--- src/rtl/strap_route_pkg.sv ---
package strap_route_pkg;
  localparam int NUM_PADS   = 9;
  localparam int NUM_STRAPS = 7;
  localparam int NUM_FS     = 4;
  localparam int NUM_REF    = 3;
  localparam int NUM_HTT    = 4;
  localparam int NUM_ALT    = 3;

  localparam int PAD_SEL  = 4;
  localparam int PAD_HTT0 = 5;
  localparam int PAD_SHA  = 6;
  localparam int PAD_SHB  = 7;
  localparam int PAD_SHC  = 8;

  typedef enum logic [1:0] {
    RM_HTT_PAIR = 2'b00,
    RM_HTT_ALL  = 2'b01,
    RM_ALT_ALL  = 2'b10,
    RM_MIXED    = 2'b11
  } route_mode_e;
endpackage

--- src/rtl/strap_capture.sv ---
module strap_capture #(
  parameter int NSTRAP = 7
) (
  input  logic              clk,
  input  logic              por,
  input  logic [NSTRAP-1:0] strap_in,
  output logic [NSTRAP-1:0] strap_q,
  output logic              run_q
);
  // Straps follow the pads on every edge inside the window; the last one holds.
  always_ff @(posedge clk) begin
    if (por) begin
      strap_q <= strap_in;
      run_q   <= 1'b0;
    end else begin
      run_q   <= 1'b1;
    end
  end
endmodule

--- src/rtl/pin_router.sv ---
module pin_router
  import strap_route_pkg::*;
#(
  parameter int NPAD = NUM_PADS
) (
  input  route_mode_e           mode,
  input  logic                  sel24,
  input  logic [NUM_REF-1:0]    clk_ref,
  input  logic                  clk_48m,
  input  logic                  clk_24m,
  input  logic [NUM_HTT-1:0]    clk_htt,
  input  logic [NUM_ALT-1:0]    clk_pci_alt,
  output logic [NPAD-1:0]       src
);
  logic [2:0] shared_src;

  always_comb begin
    unique case (mode)
      RM_HTT_PAIR: shared_src = {clk_pci_alt[2], clk_htt[2], clk_htt[1]};
      RM_HTT_ALL:  shared_src = {clk_htt[3], clk_htt[2], clk_htt[1]};
      RM_ALT_ALL:  shared_src = {clk_pci_alt[2], clk_pci_alt[1], clk_pci_alt[0]};
      RM_MIXED:    shared_src = {clk_pci_alt[2], clk_pci_alt[1], clk_htt[1]};
      default:     shared_src = '0;
    endcase
  end

  always_comb begin
    src = '0;
    for (int i = 0; i < NUM_REF; i++) src[i] = clk_ref[i];
    src[NUM_REF]  = clk_48m;
    src[PAD_SEL]  = sel24 ? clk_24m : clk_48m;
    src[PAD_HTT0] = clk_htt[0];
    src[PAD_SHA]  = shared_src[0];
    src[PAD_SHB]  = shared_src[1];
    src[PAD_SHC]  = shared_src[2];
  end
endmodule

--- src/rtl/pad_gate.sv ---
module pad_gate #(
  parameter int NPAD = 9
) (
  input  logic            run,
  input  logic [NPAD-1:0] en,
  input  logic [NPAD-1:0] src,
  output logic [NPAD-1:0] pad_out,
  output logic [NPAD-1:0] pad_oe
);
  for (genvar g = 0; g < NPAD; g++) begin : g_pad
    assign pad_oe[g]  = run;
    assign pad_out[g] = run & en[g] & src[g];
  end
endmodule

--- src/rtl/strap_pin_router.sv ---
module strap_pin_router
  import strap_route_pkg::*;
(
  input  logic                  clk,
  input  logic                  por,
  input  logic [NUM_STRAPS-1:0] pad_in,
  input  logic [NUM_REF-1:0]    clk_ref,
  input  logic                  clk_48m,
  input  logic                  clk_24m,
  input  logic [NUM_HTT-1:0]    clk_htt,
  input  logic [NUM_ALT-1:0]    clk_pci_alt,
  input  logic [NUM_PADS-1:0]   out_en,
  output logic [NUM_PADS-1:0]   pad_out,
  output logic [NUM_PADS-1:0]   pad_oe,
  output logic [NUM_FS-1:0]     fs_latched,
  output logic                  sel24_latched,
  output logic [1:0]            mode_latched
);
  logic [NUM_STRAPS-1:0] straps;
  logic                  run;
  logic [NUM_PADS-1:0]   src;
  route_mode_e           mode;

  strap_capture #(.NSTRAP(NUM_STRAPS)) u_cap (
    .clk(clk), .por(por), .strap_in(pad_in), .strap_q(straps), .run_q(run)
  );

  assign fs_latched    = straps[NUM_FS-1:0];
  assign sel24_latched = straps[PAD_SEL];
  assign mode_latched  = {straps[PAD_HTT0], straps[PAD_SHA]};
  assign mode          = route_mode_e'(mode_latched);

  pin_router #(.NPAD(NUM_PADS)) u_route (
    .mode(mode), .sel24(sel24_latched), .clk_ref(clk_ref), .clk_48m(clk_48m),
    .clk_24m(clk_24m), .clk_htt(clk_htt), .clk_pci_alt(clk_pci_alt), .src(src)
  );

  pad_gate #(.NPAD(NUM_PADS)) u_gate (
    .run(run), .en(out_en), .src(src), .pad_out(pad_out), .pad_oe(pad_oe)
  );
endmodule

--- config.mk ---
export PLATFORM = sky130hd
export DESIGN_NAME = strap_pin_router
export DESIGN_NICKNAME = d
export VERILOG_FILES = /design/src/rtl/strap_route_pkg.sv /design/src/rtl/strap_capture.sv /design/src/rtl/pin_router.sv /design/src/rtl/pad_gate.sv /design/src/rtl/strap_pin_router.sv
export SDC_FILE = /design/constraint.sdc
export NUM_CORES = 1
export LEC_CHECK = 0
export ABC_CLOCK_PERIOD_IN_PS = 1100
export CAP_MARGIN = 15
export CORE_UTILIZATION = 24
export CTS_CLUSTER_DIAMETER = 150
export DETAILED_ROUTE_END_ITERATION = 12
export HOLD_SLACK_MARGIN = 0.12
export PLACE_DENSITY = 0.81
export SYNTH_ARGS = -nofsm -noshare
export SYNTH_HDL_FRONTEND = slang
export SYNTH_SLANG_ARGS = --single-unit
--- constraint.sdc ---
create_clock -name clk -period 1.1 [get_ports clk]
set_input_delay 0.165 -clock clk [delete_from_list [all_inputs] [get_ports clk]]
set_output_delay 0.165 -clock clk [all_outputs]
set_load 0.005 [all_outputs]
==> impl_results.md <==
- DRC violations left: 1
- Pin count of the biggest net entering global routing: 9
- Clock-pin slew on the worst setup and hold paths: approximately 0.05 ns
- Die ar.: ~0.0019 mm^2
- Cts hold-fix bufs: 0
- Required @ worst endpoint: 0.94 ns
- GP Congestion: roughly 0.6
- Met3 routed WL: around 140 um
- CTS H-Tree Depth: 1
- Die H: 43.7 um
- Synthesized area: 417 um^2
- Reg power frac: 40.0%
- Post-DR wirelength/cell: approximately 12 um
- Commonest non-fill, non-tap cells in the layout: 29 x clkdlybuf4s50_1, 23 x buf_6, 7 x edfxtp_1
- CP Cell Sequence: and2b_1 > mux2i_1 > nor2_1 > buf_2
- Core region area: 0.00156 mm^2
- Pre-antenna DRT Iters: 7
- 1st-iter DRT viols: 1
- Post-Route WL: ~1400 um
- Top sig layer: met4
- Slew HR: roughly nine tenths
- Rows: 14
- Fraction of layout cells with a size suffix above 1: around 44%
- Commonest non-fill, non-tap cell in the layout: clkdlybuf4s50_1
- Leakage: about 0.0005 uW
- Outcome: finished, violations left
- Sw frac: 21.2%
- Syn_area_per_cell: 11.3 um^2
- Clk root buf: clkbuf_4
- Synth Net Count: between 60 and 70
- Tmin final: between 1 and 1.5 ns
- Setup-failing EPs final: 17
- Crit Path Class: reg2out
- Sw power: slightly below 200 uW
- Grt ovf: 0
- CTS Buf Count: 3
- Setup WS pre-CTS: -0.378 ns
- Final period util: 126%
- Met2 Wirelength: 778 um
- Final setup margin: -0.291 ns
- Slew @ Worst Pin: 0.156 ns
- Critical Path Sink Type: output pin
- Final hold viol count: 0
- Max Fclk: roughly 0.7 GHz
- Vias in the first global route: between 500 and 600
- Final #Nets: about 130
- Gr usage total: roughly 16%
- CP max FO: 3
- Routed Antenna Nets: 0
- Clock Path Buffers: 2
- M1 wire length: 430 um
- Pwr Density: about 840 mW/mm^2
- Via count: between 500 and 600
- Max IR drop VDD: approximately 0.66 mV
- First-pass GRT wire length: 2210 um
- Hold Path Class: in2reg
- Synth Warn #: 0
- Arrival @ worst endpoint: about 1.2 ns
- Startpoint Class: flip-flop
- Power share of the clock group: between 20% and 30%
- Delay of the slowest cell on the worst path: 0.40 ns
- Diode count: 0
- TritonCTS clock tree: done
- Die X: between 40 and 50 um
- Slew Limit Fails: 0
- Max-cap violation count: 0
- Gate Count Post-Synth: 37
- Hold Slack: 0.464 ns
- Drt via density: between 4 and 5
- #FFs+latches synth: 8
- Syn-to-layout area delta: 164%
- PortBufs: between 50 and 60
- Initial antenna violation count: 0
- RSZ-0062 raised after global routing: yes
- Sequential area share after synthesis: a little under three fifths
- P_int: 724 uW
- Comb pwr share: 34.2%
- Worst path slowest cell: edfxtp_1
- Starting Density: about a quarter
- Number of distinct library cells after synthesis: 10
- Clk sinks: 8
- Post-detail-place hpwl: 1120 um
- Failing checks: DRC, setup timing
- Top Ports: between 50 and 60
[synth_stat cells, drive strengths merged]
cell	n	area share (%)
and2b	1	1.8
nor2	4	3.6
nor2b	1	1.5
nand2	4	3.6
mux2i	4	9.6
and3	5	7.5
buf	9	16
edfxtp	7	50
inv	1	0.90
dfxtp	1	4.8
[final cells by class]
class                      count  area (um^2)
timing repair buffer          68          672
tap                           16         20.0
multi-input combinational     19          145
inverter                       1         3.75
clock buffer                   4         26.3
sequential                     8          231
fill                         121          460
[critical path, delay by kind of cell (launching register included)]
family                 cells  cell delay [ns]
multiplexers               1             0.18
AND/OR/NAND/NOR            2             0.27
flip-flops                 1             0.40
buffers and inverters      1             0.12
[kinds of logic (layout without fill, tap and decap cells)]
| kind of cell | Yosys count | in the layout | share of synthesized area [%] |
|---|---|---|---|
| simple gates | 15 | 15 | 18.0 |
| buf+inv | 10 | 73 | 17.1 |
| mux | 4 | 4 | 9.61 |
| flops | 8 | 8 | 55.3 |
[power groups by stage]
stage	clock, uW	combinational (uW)	sequential [uW]
6_report	237	314	368
5_1_grt	262	335	372
4_1_cts	247	303	368
3_5_place_dp	0	278	373
3_3_place_gp	0	272	372
2_1_floorplan	0	57.1	380
[metrics by stage]
step                      TNS (ns)  instances  power, uW  utilization (%)  cell area [um^2]
after floorplan                  0         37        437                -               417
after global placement       -4.25        105        644             61.7               962
after detailed placement     -4.65        105        652             61.7               962
after CTS                    -2.05        116        918             68.6              1070
after global routing         -2.79        116        969             70.5              1100
final                        -1.73        116        919             70.5              1100
[worst paths after layout]
| kind | start | end | cells after the start |
|---|---|---|---|
| max | u_cap.strap_q[6] | pad_out[6] | 4 |
| min | pad_in[2] | u_cap.strap_q[2] | 1 |
[sequential cells by signal (all words and copies together) (netlist names)]
| signal | count |
|---|---|
| u_cap.strap_q | 7 |
| u_cap.run_q | 1 |
[per-layer routing]
layer  global-route usage (%)  vias to the layer above
li1                         -                      245
met1                     15.4                      228
met2                     29.9                       30
met3                     4.58                        4
met4                     9.38                        0
met5                        0                        -
[what timing repair did]
action                                  in CTS  in global routing
pin swaps                                    4                  4
setup buffers                                8                  0
endpoints found under the setup margin      25                 22
hold endpoints to repair                     0                  0
gates cloned                                 0                  0
resized for setup                          108                 12
(Power assumes the default switching activity.)
